===== src/rtl/slot_irq_pkg.sv =====
package slot_irq_pkg;
  parameter int unsigned WORD_W    = 16;
  parameter int unsigned NUM_SLOTS = 30;
  localparam int unsigned FLAT_W   = 2 * WORD_W;
  localparam int unsigned SLOT_W   = $clog2(NUM_SLOTS + 1);
  localparam int unsigned ADDR_W   = 3;

  typedef logic [FLAT_W-1:0] flat_t;
  typedef logic [WORD_W-1:0] word_t;
  typedef logic [SLOT_W-1:0] slot_t;

  typedef struct packed {
    word_t flags;
    word_t math_lo;
    word_t math_hi;
    word_t index;
  } ctx_t;

  localparam logic [1:0] GRP_SEN  = 2'd0;
  localparam logic [1:0] GRP_IEN  = 2'd1;
  localparam logic [1:0] GRP_PEND = 2'd2;

  // bits that map to a real slot
  function automatic flat_t live_mask();
    flat_t m;
    m = '0;
    for (int i = 1; i <= int'(NUM_SLOTS); i++) m[i] = 1'b1;
    return m;
  endfunction

  function automatic flat_t req_to_flat(logic [NUM_SLOTS:1] r);
    flat_t f;
    f = '0;
    f[NUM_SLOTS:1] = r;
    return f;
  endfunction

  function automatic word_t word_of(flat_t f, logic hi);
    return hi ? f[FLAT_W-1:WORD_W] : f[WORD_W-1:0];
  endfunction

  function automatic flat_t with_word(flat_t f, logic hi, word_t w);
    flat_t r;
    r = f;
    if (hi) r[FLAT_W-1:WORD_W] = w;
    else    r[WORD_W-1:0]      = w;
    return r & live_mask();
  endfunction

  // lowest set slot bit, zero when none
  function automatic slot_t lowest_slot(flat_t v);
    slot_t s;
    s = '0;
    for (int i = int'(FLAT_W) - 1; i >= 1; i--) if (v[i]) s = slot_t'(i);
    return s;
  endfunction

  // one-hot of a slot number, zero when outside 1..NUM_SLOTS
  function automatic flat_t slot_bit(slot_t s);
    flat_t r;
    r = '0;
    if (s != '0 && int'(s) <= int'(NUM_SLOTS)) r[s] = 1'b1;
    return r;
  endfunction
endpackage


===== src/rtl/slot_irq_regs.sv =====
module slot_irq_regs
  import slot_irq_pkg::*;
(
  input  logic              clk,
  input  logic              rst_n,
  input  logic [ADDR_W-1:0] addr,
  input  logic              wr,
  input  word_t             wdata,
  input  logic              eos,
  input  flat_t             pend,
  output word_t             rdata,
  output flat_t             sen_act,
  output flat_t             ien_act
);
  flat_t sen_sh, ien_sh, sen_sh_nx, ien_sh_nx;
  logic [1:0] grp;
  logic       hi;

  assign grp = addr[2:1];
  assign hi  = addr[0];

  always_comb begin
    sen_sh_nx = sen_sh;
    ien_sh_nx = ien_sh;
    if (wr && grp == GRP_SEN) sen_sh_nx = with_word(sen_sh, hi, wdata);
    if (wr && grp == GRP_IEN) ien_sh_nx = with_word(ien_sh, hi, wdata);
  end

  always_ff @(posedge clk) begin
    if (!rst_n) begin
      sen_sh  <= '0;
      ien_sh  <= '0;
      sen_act <= '0;
      ien_act <= '0;
    end else begin
      sen_sh <= sen_sh_nx;
      ien_sh <= ien_sh_nx;
      if (eos) begin
        sen_act <= sen_sh_nx;
        ien_act <= ien_sh_nx;
      end
    end
  end

  always_comb begin
    unique case (grp)
      GRP_SEN:  rdata = word_of(sen_act, hi);
      GRP_IEN:  rdata = word_of(ien_act, hi);
      GRP_PEND: rdata = word_of(pend, hi);
      default:  rdata = '0;
    endcase
  end

  AST_MASKS_HOLD_OFF_SCAN: assert property (@(posedge clk) disable iff (!rst_n)
    !eos |=> ($stable(sen_act) && $stable(ien_act)));
  AST_RESERVED_READS_ZERO: assert property (@(posedge clk) disable iff (!rst_n)
    (hi ? !rdata[WORD_W-1] : !rdata[0]));
endmodule


===== src/rtl/slot_irq_screen.sv =====
module slot_irq_screen
  import slot_irq_pkg::*;
(
  input  flat_t req,
  input  flat_t sen,
  input  flat_t ien,
  input  logic  blocked,
  output logic  fault_hit,
  output flat_t pend_set,
  output flat_t elig,
  output logic  disp_fire,
  output slot_t disp_slot
);
  flat_t bad;
  flat_t live;

  assign live = req & live_mask();

  for (genvar g = 0; g < int'(FLAT_W); g++) begin : g_slot
    assign bad[g]      = !blocked && live[g] && !sen[g];
    assign pend_set[g] = !blocked && live[g] &&  sen[g] && !ien[g];
    assign elig[g]     = !blocked && live[g] &&  sen[g] &&  ien[g];
  end

  assign fault_hit = |bad;
  assign disp_fire = |elig;
  assign disp_slot = lowest_slot(elig);
endmodule


===== src/rtl/slot_irq_pending.sv =====
module slot_irq_pending
  import slot_irq_pkg::*;
(
  input  logic  clk,
  input  logic  rst_n,
  input  flat_t pend_set,
  input  flat_t ien,
  input  logic  clr_valid,
  input  slot_t clr_slot,
  input  logic  blocked,
  output flat_t pend
);
  flat_t pend_clr;

  assign pend_clr = clr_valid ? slot_bit(clr_slot) : '0;

  always_ff @(posedge clk) begin
    if (!rst_n) pend <= '0;
    else        pend <= (pend | pend_set) & ~ien & ~pend_clr & live_mask();
  end

  AST_PEND_ONLY_WHEN_MASKED: assert property (@(posedge clk) disable iff (!rst_n)
    1'b1 |=> ((pend & ~$past(pend) & $past(ien)) == '0));
  AST_ENABLE_CLEARS_PEND: assert property (@(posedge clk) disable iff (!rst_n)
    1'b1 |=> ((pend & $past(ien)) == '0));
  AST_CMD_CLEARS_PEND: assert property (@(posedge clk) disable iff (!rst_n)
    clr_valid |=> ((pend & slot_bit($past(clr_slot))) == '0));
  AST_BUSY_NO_NEW_PEND: assert property (@(posedge clk) disable iff (!rst_n)
    blocked |=> ((pend & ~$past(pend)) == '0));
endmodule


===== src/rtl/slot_irq_ctx.sv =====
module slot_irq_ctx
  import slot_irq_pkg::*;
(
  input  logic  clk,
  input  logic  rst_n,
  input  logic  disp_fire,
  input  slot_t disp_slot,
  input  logic  isr_done,
  input  ctx_t  ctx_in,
  output logic  dispatch,
  output slot_t dispatch_slot,
  output logic  isr_active,
  output logic  restore_valid,
  output ctx_t  restore
);
  ctx_t saved;
  logic finish;

  assign finish = isr_done && isr_active;

  always_ff @(posedge clk) begin
    if (!rst_n) begin
      saved         <= '0;
      restore       <= '0;
      dispatch      <= 1'b0;
      dispatch_slot <= '0;
      isr_active    <= 1'b0;
      restore_valid <= 1'b0;
    end else begin
      dispatch      <= disp_fire;
      restore_valid <= finish;
      if (disp_fire) begin
        saved         <= ctx_in;
        dispatch_slot <= disp_slot;
        isr_active    <= 1'b1;
      end else if (finish) begin
        isr_active <= 1'b0;
        restore    <= saved;
      end
    end
  end

  AST_SINGLE_ROUTINE: assert property (@(posedge clk) disable iff (!rst_n)
    disp_fire |-> !isr_active);
  AST_RESTORE_AFTER_DONE: assert property (@(posedge clk) disable iff (!rst_n)
    restore_valid |-> ($past(isr_done) && $past(isr_active) && !isr_active));
  AST_DISPATCH_MARKS_ACTIVE: assert property (@(posedge clk) disable iff (!rst_n)
    dispatch |-> isr_active);
endmodule


===== src/rtl/slot_irq_ctrl.sv =====
module slot_irq_ctrl
  import slot_irq_pkg::*;
(
  input  logic                clk,
  input  logic                rst_n,
  input  logic [ADDR_W-1:0]   reg_addr,
  input  logic                reg_wr,
  input  logic [WORD_W-1:0]   reg_wdata,
  output logic [WORD_W-1:0]   reg_rdata,
  input  logic [NUM_SLOTS:1]  slot_req,
  input  logic                end_of_scan,
  input  logic                clr_pend_valid,
  input  logic [SLOT_W-1:0]   clr_pend_slot,
  input  logic                hp_busy,
  input  logic                isr_done,
  input  logic [WORD_W-1:0]   ctx_flags_in,
  input  logic [WORD_W-1:0]   ctx_math_lo_in,
  input  logic [WORD_W-1:0]   ctx_math_hi_in,
  input  logic [WORD_W-1:0]   ctx_index_in,
  output logic                dispatch,
  output logic [SLOT_W-1:0]   dispatch_slot,
  output logic                isr_active,
  output logic                major_fault,
  output logic                restore_valid,
  output logic [WORD_W-1:0]   restore_flags,
  output logic [WORD_W-1:0]   restore_math_lo,
  output logic [WORD_W-1:0]   restore_math_hi,
  output logic [WORD_W-1:0]   restore_index
);
  flat_t req_flat, sen_act, ien_act, pend, pend_set, elig;
  logic  blocked, fault_hit, disp_fire;
  slot_t disp_slot;
  ctx_t  ctx_now, ctx_back;

  assign req_flat = req_to_flat(slot_req);
  assign blocked  = isr_active || hp_busy;
  assign ctx_now  = '{flags: ctx_flags_in, math_lo: ctx_math_lo_in,
                      math_hi: ctx_math_hi_in, index: ctx_index_in};

  slot_irq_regs u_regs (
    .clk(clk), .rst_n(rst_n), .addr(reg_addr), .wr(reg_wr), .wdata(reg_wdata),
    .eos(end_of_scan), .pend(pend), .rdata(reg_rdata),
    .sen_act(sen_act), .ien_act(ien_act)
  );

  slot_irq_screen u_screen (
    .req(req_flat), .sen(sen_act), .ien(ien_act), .blocked(blocked),
    .fault_hit(fault_hit), .pend_set(pend_set), .elig(elig),
    .disp_fire(disp_fire), .disp_slot(disp_slot)
  );

  slot_irq_pending u_pending (
    .clk(clk), .rst_n(rst_n), .pend_set(pend_set), .ien(ien_act),
    .clr_valid(clr_pend_valid), .clr_slot(clr_pend_slot),
    .blocked(blocked), .pend(pend)
  );

  slot_irq_ctx u_ctx (
    .clk(clk), .rst_n(rst_n), .disp_fire(disp_fire), .disp_slot(disp_slot),
    .isr_done(isr_done), .ctx_in(ctx_now), .dispatch(dispatch),
    .dispatch_slot(dispatch_slot), .isr_active(isr_active),
    .restore_valid(restore_valid), .restore(ctx_back)
  );

  always_ff @(posedge clk) begin
    if (!rst_n)         major_fault <= 1'b0;
    else if (fault_hit) major_fault <= 1'b1;
  end

  assign restore_flags   = ctx_back.flags;
  assign restore_math_lo = ctx_back.math_lo;
  assign restore_math_hi = ctx_back.math_hi;
  assign restore_index   = ctx_back.index;

  AST_FAULT_STICKY: assert property (@(posedge clk) disable iff (!rst_n)
    major_fault |=> major_fault);
  AST_DISPATCH_LOWEST: assert property (@(posedge clk) disable iff (!rst_n)
    dispatch |-> (($past(elig) & (slot_bit(dispatch_slot) - flat_t'(1))) == '0
                  && ($past(elig) & slot_bit(dispatch_slot)) != '0));
  AST_BUSY_NO_DISPATCH: assert property (@(posedge clk) disable iff (!rst_n)
    hp_busy |=> !dispatch);
endmodule


===== config.mk =====
export PLATFORM = sky130hd
export DESIGN_NAME = slot_irq_ctrl
export DESIGN_NICKNAME = d
export VERILOG_FILES = /design/src/rtl/slot_irq_pkg.sv /design/src/rtl/slot_irq_regs.sv /design/src/rtl/slot_irq_screen.sv /design/src/rtl/slot_irq_pending.sv /design/src/rtl/slot_irq_ctx.sv /design/src/rtl/slot_irq_ctrl.sv
export SDC_FILE = /design/constraint.sdc
export NUM_CORES = 1
export LEC_CHECK = 0
export CAP_MARGIN = 20
export CORE_MARGIN = 3
export CORE_UTILIZATION = 27
export CTS_CLUSTER_SIZE = 16
export DETAILED_ROUTE_END_ITERATION = 10
export DONT_BUFFER_PORTS = 1
export HOLD_SLACK_MARGIN = 0.1
export PLACE_DENSITY = 0.47
export SYNTH_ARGS = -nofsm -noshare
export SYNTH_HDL_FRONTEND = slang
export SYNTH_SLANG_ARGS = --single-unit

===== constraint.sdc =====
create_clock -name clk -period 2.8 [get_ports clk]
set_clock_uncertainty 0.1 [all_clocks]
set_input_delay 0 -clock clk [delete_from_list [all_inputs] [get_ports clk]]
set_output_delay 0 -clock clk [all_outputs]
set_load 0.05 [all_outputs]

==> results.md, run 1 <==
- Outcome: stopped before the end
- Step where the flow halted: clock tree synthesis (4_1_cts)
- Error that ended the run: [ERROR RSZ-0060] Max buffer count reached.
- Post-synthesis compound-gate area fraction: 15.85%
- Sequential area share after synthesis: 45.82%
- Async set-or-reset flop fraction in the synthesized netlist: 0%
- Yosys warns: 0
- Unique masters post-synth: 61
- Main area contributors after synthesis: sky130_fd_sc_hd__dfxtp_1 (46%), sky130_fd_sc_hd__mux2i_1 (12%), sky130_fd_sc_hd__nor2b_1 (6.4%)
- Post-CTS setup-driven buffer insertion count: 0
- Die Span Y: 224.5 um
- Combinational family with the most area after synthesis: simple AND/OR/NAND/NOR gates
- EDFF count, synth: 0
- DIE WIDTH: 224.5 um
- Cell area after synthesis: 12,890 sq um
- Number of cells upsized or downsized after cts: 0
- Total of hold buffers inserted after clock tree synthesis: 403
- Longest Clk Path Bufs: 3
- Synthesized area divided by synthesized cell count: 9.484 sq um
- Standard-cell row count: 79
- Hpwl dp: 31,550 um
- Number of top-level design ports: 214
- Number of I/O port buffers: 0
- Portion of synthesized cell area occupied by the leading cell type: 45.82%
- Most used DFF post-synth: sky130_fd_sc_hd__dfxtp_1
- TritonCTS sink count: 295
- Largest area contributor in the synthesized netlist: sky130_fd_sc_hd__dfxtp_1
- Mux share of post-synthesis cell area: 12.12%
- Post-Syn Instances: 1,359
- Total clock buffers created by CTS: 37
- GP Congestion: 0.9280
- CTS Root Cell: sky130_fd_sc_hd__clkbuf_16
- Initial core utilization: 27.51%
- Number of H-tree branching levels: 2
- Adder and majority gate portion of the synthesized area: 0%
- Number of nets produced by synthesis: 1,484
- Parity-gate share of the synthesized area counting xor and xnor cells: 0%
- Post-synthesis register bit count: 295
- Fraction of the mapped netlist area in simple logic gates: 21.43%
[Yosys cell counts, drive strengths merged, types with 6 or more instances]
library cell    n
a211oi         14
a21boi         53
a21oi          46
a31oi           6
a32oi          13
and2           19
and3           12
and4bb         12
buf            28
clkbuf         69
dfxtp         295
inv            27
mux2i         156
nand2         175
nand2b         14
nand3          20
nand4          11
nor2           84
nor2b         131
nor3b          10
nor4b          16
o211a          60
o21ai          22
o22ai          21
[logic make-up after synthesis]
| logic type | count (synthesis) |
|---|---|
| flops | 295 |
| buf+inv | 124 |
| mux | 156 |
| simple gates | 522 |
| compound gates | 262 |
[stage by stage]
stage | hold WS [ps] | setup slack [ps] | util [%] | std cells | instance area (sq um)
3_5_place_dp | 64.52 | 128.4 | 29.49 | 1947 | 13820
2_1_floorplan | 52.52 | 242.9 | - | 1359 | 12890
3_3_place_gp | 58.89 | 203.9 | 29.49 | 1947 | 13820
==> run 2, diff against run 1 <==
Settings changed: CORE_UTILIZATION 27 to 20, CTS_CLUSTER_SIZE 16 to default, HOLD_SLACK_MARGIN 0.1 to default, PLACE_DENSITY 0.47 to default, PLACE_DENSITY_LB_ADDON from default to 0.15.
==> results.md, run 2 <==
- Count of endpoints failing hold in the final timing report: 12
- Total clock buffers created by CTS: 38
- Max Cap Violations: 0
- Slew HR: 23.56%
- Main area contributors after synthesis: sky130_fd_sc_hd__dfxtp_1 (46%), sky130_fd_sc_hd__mux2i_1 (12%), sky130_fd_sc_hd__nor2b_1 (6.4%)
- Total via count in the routed design: 11,070
- Final worst path period need: 2680 ps
- DIE WIDTH: 259.9 um
- Finished Layout Cells: 2,499
- Grt ovf: 0
- Cell class contributing the biggest share of worst-path delay: buffers and inverters
- Unique masters post-synth: 61
- Cell Area, Placed: 14,260 sq um
- TritonCTS sink count: 295
- Number of setup violations in the final report: 0
- Regs by FF count: u_ctx.restore x64, u_ctx.saved x64
- Synthesized area divided by synthesized cell count: 9.484 sq um
- Lkg Pwr: 7.868 nW
- Measured slew at the worst slew-check pin: 1147 ps
- Vias per std cell: 4.430
- Via count of the first global-routing pass: 11,510
- EDFF count, synth: 0
- Antenna violations before repair: 6
- Most common cell after layout, fill and taps aside: sky130_fd_sc_hd__dfxtp_1
- Detailed router's first-iteration violation count: 635
- Die Span Y: 259.9 um
- Non-Filler Cell Area, Final: 17,890 sq um
- Total GRT Usage: 15.75%
- Series of cell instances along the critical path: buf_6 -> nor2_4 -> buf_12 -> a32oi_2 -> nand4_4 -> nor4_4 -> buf_4 -> buf_12 -> buf_12 -> mux2i_1 -> nor2b_1
- Cell seen most often among critical-path stages: sky130_fd_sc_hd__buf_12
- Slowest library cell on the worst path: sky130_fd_sc_hd__a32oi_2
- Post-Syn Instances: 1,359
- Worst hold-check slack: -133.2 ps
- First-pass iteration count of the detailed router: 4
- Fraction of final layout cells with drive strength greater than 1: 11.41%
- Standard-cell row count: 92
- Routed WL per cell: 21.59 um
- CTS Root Cell: sky130_fd_sc_hd__clkbuf_16
- Number of I/O port buffers: 0
- Number of nets produced by synthesis: 1,484
- Initial core utilization: 20.32%
- Placeable core area: 63,430 sq um
- Cell area after synthesis: 12,890 sq um
- Hpwl dp: 36,270 um
- Pin count of the biggest net entering global routing: 219
- First-pass GRT wire length: 78,960 um
- Number of buffers and inverters on the critical path: 5
- Yosys warns: 0
- Outcome: finished, violations left
- Final-report max-slew violation count: 0
- Clock slew at the register clock pins of the worst setup and hold paths: 60 ps
- Portion of synthesized cell area occupied by the leading cell type: 45.82%
- Number of nets in the layout: 1,746
- Kind of launch point of the worst setup path: flip-flop
- Worst VDD drop: 385.6 uV
- Setup TNS Final: 0 ps
- Longest Clk Path Bufs: 3
- GP Congestion: 0.9046
- Number of remaining DRC errors: 0
- F_max: 373.1 MHz
- Clock insertion delay at the later pin of the skew report: 570 ps
- Die area: 67,520 sq um
- Failing checks: hold timing
- TritonCTS clock tree: built
- Synthesis-to-finish area growth: 38.80%
- Async set-or-reset flop fraction in the synthesized netlist: 0%
- Total power per unit cell area: 611.4 nW/um^2
- Sequential area share after synthesis: 45.82%
- Critical Path AT: 3020 ps
- Residual antenna-violating net count after detailed routing: 0
- Power after layout: 10.94 mW
- Number of top-level design ports: 214
- Delay contributed by the slowest stage of the critical path: 380 ps
- Kind of path behind the tightest hold check: in -> reg
- Critical path type: reg -> reg
- R2R setup slack: 120 ps
- Most used DFF post-synth: sky130_fd_sc_hd__dfxtp_1
- Commonest non-fill, non-tap cells in the layout: sky130_fd_sc_hd__dfxtp_1 (295), sky130_fd_sc_hd__dlygate4sd3_1 (226), sky130_fd_sc_hd__nand2_1 (174)
- Final Cycle Share: 95.72%
- Cell Count Post-Placement: 2,198
- Worst setup EP type: flip-flop
- Unrepaired setup endpoints after global routing: no
- Number of H-tree branching levels: 2
- Maximum fanout encountered on the critical timing path: 22
- Sum of routed wire length over all layers: 53,950 um
- Largest area contributor in the synthesized netlist: sky130_fd_sc_hd__dfxtp_1
- Most frequent cells after synthesis: sky130_fd_sc_hd__dfxtp_1 (295), sky130_fd_sc_hd__nand2_1 (175), sky130_fd_sc_hd__mux2i_1 (156)
- Post-synthesis register bit count: 295
- Worst path required time: 3140 ps
- Leading cell type by number of instances after synthesis: sky130_fd_sc_hd__dfxtp_1
## run 2: timing repair
item,in CTS,in global routing
setup endpoints to repair,2,67
pin swaps,1,3
buffers inserted,1,0
hold buffers,228,0
resized for setup,0,5
hold endpoints to repair,295,0
## run 2: cell type report
| class | count | area, sq um |
|---|---|---|
| Inverter | 27 | 101.3 |
| Timing Repair Buffer | 319 | 3129 |
| Multi-Input combinational cell | 940 | 6421 |
| Tap cell | 846 | 1059 |
| Clock inverter | 15 | 207.7 |
| Fill cell | 6804 | 45540 |
| Clock buffer | 52 | 1054 |
| Antenna cell | 5 | 12.51 |
| Sequential cell | 295 | 5906 |
## run 2: kinds of logic after synthesis
kind of cell	count (synthesis)	share of synthesized area, %
AO/OA/AOI/OAI	262	15.85
buffers and inverters	124	4.786
AND/OR/NAND/NOR	522	21.43
flip-flops	295	45.82
multiplexers	156	12.12
## run 2: stage by stage
step | util [%] | hold slack, ps | setup slack (ps)
floorplan | - | 52.52 | 242.9
global placement | 22.48 | 58.45 | 76.34
detailed placement | 22.48 | 69.74 | 36.49
CTS | 28.13 | 0.4041 | 6.873
global route | 28.19 | 33.87 | 2.218
finish | 28.21 | -133.2 | 119.9
## run 2: layer usage
metal	routed length, um	vias to the layer above	share of wire [%]	global-route usage [%]
met1	23740	5391	44	20.24
met2	24830	302	46	25.52
met4	1692	4	3.1	5.372
li1	-	5288	-	-
met3	3660	86	6.8	4.080
met5	27	-	0.050	0
## run 2: final timing paths
check	startpoint	endpoint	cells past startpoint
worst max-delay path	u_ctx.isr_active	u_ctx.saved[13]	11
worst min-delay path	rst_n	u_pending.pend[23]	2
worst max register to register	u_ctx.isr_active	u_ctx.saved[13]	11
worst min register to register	u_ctx.saved[42]	u_ctx.restore[42]	2
## run 2: power breakdown
| part | switching [mW] | internal (mW) |
|---|---|---|
| Combinational | 0.702 | 0.638 |
| Clock | 2.05 | 2.94 |
| Sequential | 0.226 | 4.38 |
(Power assumes the default switching activity.)
==> run 3, diff against run 2 <==
Settings changed: REMOVE_ABC_BUFFERS from default to 1.
==> results.md, run 3 (same netlist as run 2, synthesis figures left out) <==
- Vias per std cell: 4.448
- Kind of path behind the tightest hold check: in -> reg
- TritonCTS clock tree: built
- Regs by FF count: u_ctx.restore x64, u_ctx.saved x64
- Lkg Pwr: 7.701 nW
- Sw frac: 26.21%
- Antenna violations before repair: 9
- Unrepaired setup endpoints after global routing: no
- Grt ovf: 0
- Total power per unit cell area: 613.0 nW/um^2
- Worst hold-check slack: 25.79 ps
- Sum of routed wire length over all layers: 49,680 um
- Int Pwr: 8.018 mW
- Critical Path Source: hp_busy
- Most common cell after layout, fill and taps aside: sky130_fd_sc_hd__dfxtp_1
- Detailed router's first-iteration violation count: 578
- GP Congestion: 0.8054
- Worst setup EP type: flip-flop
- Number of setup violations in the final report: 0
- Standard-cell row count: 92
- Total clock buffers created by CTS: 38
- TritonCTS sink count: 295
- Clock insertion delay at the later pin of the skew report: 550 ps
- Origin of the critical flop-to-flop path: u_ctx.isr_active
- R2R setup slack: 130 ps
- Measured slew at the worst slew-check pin: 874.4 ps
- Slew HR: 41.71%
- Setup TNS Final: 0 ps
- Power after layout: 10.87 mW
- Switching power: 2.849 mW
- Sequential group share of total power: 42.5%
- Cell Area, Placed: 14,050 sq um
- Number of H-tree branching levels: 2
- Longest Clk Path Bufs: 3
- F_max: 373.9 MHz
- Synthesis-to-finish area growth: 37.54%
- Residual antenna-violating net count after detailed routing: 0
- Worst VDD drop: 356.8 uV
- Final design utilization: 27.95%
- First-pass GRT wire length: 73,180 um
- Via count of the first global-routing pass: 11,180
- DIE WIDTH: 259.9 um
- Pin count of the biggest net entering global routing: 225
- CTS Root Cell: sky130_fd_sc_hd__clkbuf_16
- Final worst path period need: 2674 ps
- Worst R2R Path Depth: 10
- Number of nets in the layout: 1,721
- Critical path type: in -> reg
- Maximum fanout encountered on the critical timing path: 26
- Number of top-level design ports: 214
- Count of endpoints failing hold in the final timing report: 0
- Number of remaining DRC errors: 0
- Fraction of final layout cells with drive strength greater than 1: 9.920%
- Die area: 67,520 sq um
- Power share of the clock group: 45.7%
- Final Cycle Share: 95.52%
- Reg2reg end: u_ctx.saved[29]
- Part of the power in combinational logic: 11.9%
- Die Span Y: 259.9 um
- Critical Path AT: 3010 ps
- Initial core utilization: 20.32%
- Number of I/O port buffers: 0
- Placeable core area: 63,430 sq um
- Final-report max-slew violation count: 0
- Clock slew at the register clock pins of the worst setup and hold paths: 60 ps
- First-pass iteration count of the detailed router: 4
- Routed WL per cell: 20.09 um
- Kind of launch point of the worst setup path: input port
- Total via count in the routed design: 11,000
- Outcome: finished clean
- Worst path required time: 3140 ps
- Non-Filler Cell Area, Final: 17,730 sq um
- Total GRT Usage: 14.27%
- Worst Setup EP: u_ctx.saved[29]
- Hpwl dp: 30,640 um
- Max Cap Violations: 0
- Commonest non-fill, non-tap cells in the layout: sky130_fd_sc_hd__dfxtp_1 (294), sky130_fd_sc_hd__dlygate4sd3_1 (229), sky130_fd_sc_hd__nand2_1 (174)
-- run 3: changes by cell type in the layout (fill, tap and decap cells not counted), moves of 2 or more --
cell                            change
sky130_fd_sc_hd__buf_4             -30
sky130_fd_sc_hd__clkbuf_8           +2
sky130_fd_sc_hd__clkinv_8           -2
sky130_fd_sc_hd__clkbuf_16          +2
sky130_fd_sc_hd__dlygate4sd3_1      +3
sky130_fd_sc_hd__buf_12             +2
-- run 3: what timing repair did --
action                                  in CTS  in global routing
buffers inserted                             0                  1
hold buffers                               232                  0
endpoints found under the setup margin       0                  7
hold endpoints to repair                   295                  0
resized for setup                            0                  3
-- run 3: power groups by stage --
stage	Combinational, mW	Sequential, mW	Clock, mW
floorplan	0.660	4.65	0
global placement	0.915	4.70	0
detailed placement	0.923	4.70	0
CTS	1.28	4.61	5.17
global route	1.40	4.63	5.31
finish	1.29	4.61	4.96
-- run 3: area by class of cell --
class	count	area [sq um]
multi-input combinational	940	6414
fill	6762	45700
sequential	295	5907
inverter	27	101.3
antenna	4	10.01
clock inverter	12	142.6
tap	846	1059
clock buffer	55	1106
timing repair buffer	294	2988
-- run 3: worst max-delay path: stages --
cell and delay (ps):
sky130_fd_sc_hd__dlygate4sd3_1 1020, sky130_fd_sc_hd__nor2_4 90, sky130_fd_sc_hd__buf_12 200, sky130_fd_sc_hd__a32oi_2 300, sky130_fd_sc_hd__nand4_1 240, sky130_fd_sc_hd__nor4_4 420
sky130_fd_sc_hd__buf_12 220, sky130_fd_sc_hd__buf_12 190, sky130_fd_sc_hd__mux2i_1 210, sky130_fd_sc_hd__nor2b_1 60
-- run 3: how the worst min path moves through the flow --
stage,cells past startpoint,slack (ps),to,start
6_report,3,30,u_ctx.restore[2],isr_done
5_1_grt,2,20,u_ctx.restore[24],rst_n
4_1_cts,2,0.8,u_regs.sen_sh[18],rst_n
3_5_place_dp,1,60,u_ctx.saved[24],rst_n
3_3_place_gp,1,60,u_ctx.saved[31],rst_n
2_1_floorplan,1,30,major_fault,rst_n
-- run 3: per-layer routing --
layer  part of all wire (%)  track usage, %  wire, um
met3                    8.3           4.888      4100
met2                     44           22.53     22110
met1                     45           18.53     22480
met5                   0.11               0        54
met4                    1.9           3.722       940
-- run 3: through the flow --
| step | setup slack, ps | cells |
|---|---|---|
| 4_1_cts | 122.8 | 2467 |
| 6_report | 125.6 | 2473 |
| 5_1_grt | 1.604 | 2471 |
| 3_5_place_dp | 201.7 | 2168 |
| 2_1_floorplan | -5162 | 1262 |
| 3_3_place_gp | 217.9 | 2168 |
==> run 4, diff against run 3 <==
Settings changed: GPL_TIMING_DRIVEN from default to 0.
==> results.md, run 4 (same netlist as run 2, synthesis figures left out) <==
- Number of setup violations in the final report: 59
- Total via count in the routed design: 10,890
- Failing checks: hold timing, setup timing
- Die area: 67,520 sq um
- Critical path type: reg -> reg
- Reg2reg end: u_ctx.saved[0]
- Final-report max-slew violation count: 0
- Placeable core area: 63,430 sq um
- Final Cycle Share: 102.9%
- Hpwl dp: 28,740 um
- Critical Path Source: u_ctx.isr_active
- TritonCTS sink count: 295
- Total GRT Usage: 14.16%
- Number of I/O port buffers: 0
- Synthesis-to-finish area growth: 39.67%
- GP Congestion: 0.7643
- Worst Setup EP: u_ctx.saved[0]
- Number of nets in the layout: 1,719
- Clock slew at the register clock pins of the worst setup and hold paths: 60 ps
- Most common cell after layout, fill and taps aside: sky130_fd_sc_hd__dfxtp_1
- Commonest non-fill, non-tap cells in the layout: sky130_fd_sc_hd__dfxtp_1 (294), sky130_fd_sc_hd__dlygate4sd3_1 (219), sky130_fd_sc_hd__nand2_1 (174)
- Outcome: finished, violations left
- Pin count of the biggest net entering global routing: 223
- Worst setup EP type: flip-flop
- Detailed router's first-iteration violation count: 590
- Total power per unit cell area: 608.3 nW/um^2
- Sum of routed wire length over all layers: 49,290 um
- Initial core utilization: 20.32%
- Maximum fanout encountered on the critical timing path: 8
- Kind of launch point of the worst setup path: flip-flop
- Max Cap Violations: 0
- Kind of path behind the tightest hold check: in -> reg
- Via count of the first global-routing pass: 11,170
- Worst hold-check slack: -1.406 ps
- First-pass GRT wire length: 72,350 um
- Critical Path AT: 3230 ps
- Fraction of final layout cells with drive strength greater than 1: 10.69%
- R2R setup slack: -80 ps
- Total clock buffers created by CTS: 40
- Number of remaining DRC errors: 0
- Setup WS post-layout: -82.56 ps
- Residual antenna-violating net count after detailed routing: 0
- Number of top-level design ports: 214
- CTS Root Cell: sky130_fd_sc_hd__clkbuf_16
- Clock insertion delay at the later pin of the skew report: 560 ps
- DIE WIDTH: 259.9 um
- Final design utilization: 28.38%
- Antenna violations before repair: 7
- Measured slew at the worst slew-check pin: 1220 ps
- Count of endpoints failing hold in the final timing report: 1
- Worst path required time: 3150 ps
- Number of H-tree branching levels: 2
- Vias per std cell: 4.414
- Die Span Y: 259.9 um
- Worst R2R Path Depth: 10
- Worst VDD drop: 347.0 uV
- F_max: 346.9 MHz
- Origin of the critical flop-to-flop path: u_ctx.isr_active
- Regs by FF count: u_ctx.restore x64, u_ctx.saved x64
- Lkg Pwr: 7.751 nW
- Grt ovf: 0
- Longest Clk Path Bufs: 3
- Standard-cell row count: 92
- Slew HR: 18.89%
- Unrepaired setup endpoints after global routing: yes
- Source of the worst hold timing path: slot_req[19]
- First-pass iteration count of the detailed router: 5
- Routed WL per cell: 19.99 um
- TritonCTS clock tree: built
- Setup TNS Final: -2198 ps
- Final worst path period need: 2883 ps
## run 4: changes by cell type in the layout (fill, tap and decap cells not counted), sizes merged
cell,change
diode,-3
buf,+4
bufinv,-2
and2,+1
clkinv,-2
clkbuf,+4
dlymetal6s4s,+1
dlygate4sd3,-10
## run 4: timing repair
action                                 4_1_cts  5_1_grt
gates resized for setup                     26       15
setup endpoints to repair                   69       84
hold buffers                               222        0
pin swaps                                    9       10
buffers inserted                            26       17
cloned                                       3        2
endpoints found under the hold margin      295        0
## run 4: how the worst min path moves through the flow
stage                             endpoint  slack, ps  depth (start not counted)
floorplan                      major_fault         30                          1
global placement           u_ctx.saved[31]         50                          1
detailed placement         u_ctx.saved[37]         50                          1
CTS                      u_ctx.restore[37]        0.5                          2
global route        u_ctx.dispatch_slot[3]         10                          5
finish              u_ctx.dispatch_slot[3]         -1                          5
## run 4: per-layer routing
layer / track usage, % / vias to the layer above / wire length, um
li1: - / 5236 / -
met1: 18.43 / 5279 / 21970
met2: 21.99 / 291 / 21860
met3: 5.025 / 72 / 4185
met4: 4.049 / 8 / 1222
met5: 0 / - / 50
## run 4: final cells by class
class	instances	area, sq um
inverters	27	101.3
repair buffers	289	3112
clock buffers	59	1172
diodes	1	2.502
well taps	846	1059
fillers	6710	45420
clock inverters	8	80.08
multi-input cells	941	6565
flip-flops and latches	295	5909
## run 4: power by group
group          switching [mW]  internal, mW  leakage (nW)
Combinational           0.671         0.719          4.73
Clock                    1.95          2.97         0.621
Sequential              0.257          4.38          2.40
Total                    2.88          8.07          7.75
## run 4: critical path, stage by stage, from the launching register on
cell and delay, ps:
sky130_fd_sc_hd__dfxtp_4 570, sky130_fd_sc_hd__and4bb_2 320, sky130_fd_sc_hd__a22oi_2 380, sky130_fd_sc_hd__nand4_1 230
sky130_fd_sc_hd__nor4_4 310, sky130_fd_sc_hd__buf_6 190, sky130_fd_sc_hd__buf_12 120, sky130_fd_sc_hd__buf_12 120
sky130_fd_sc_hd__buf_12 140, sky130_fd_sc_hd__mux2i_1 200, sky130_fd_sc_hd__nor2b_1 60
## run 4: through the flow
| step | instances | worst slack, ps | cell area, sq um | power, mW |
|---|---|---|---|---|
| after floorplan | 1262 | -5162 | 12370 | 5.314 |
| after global placement | 2108 | -9929 | 13430 | 5.564 |
| after detailed placement | 2129 | -1050 | 13770 | 5.577 |
| after CTS | 2446 | -37.44 | 17740 | 11.14 |
| after global routing | 2466 | -184.5 | 18000 | 11.46 |
| final | 2466 | -82.56 | 18000 | 10.95 |
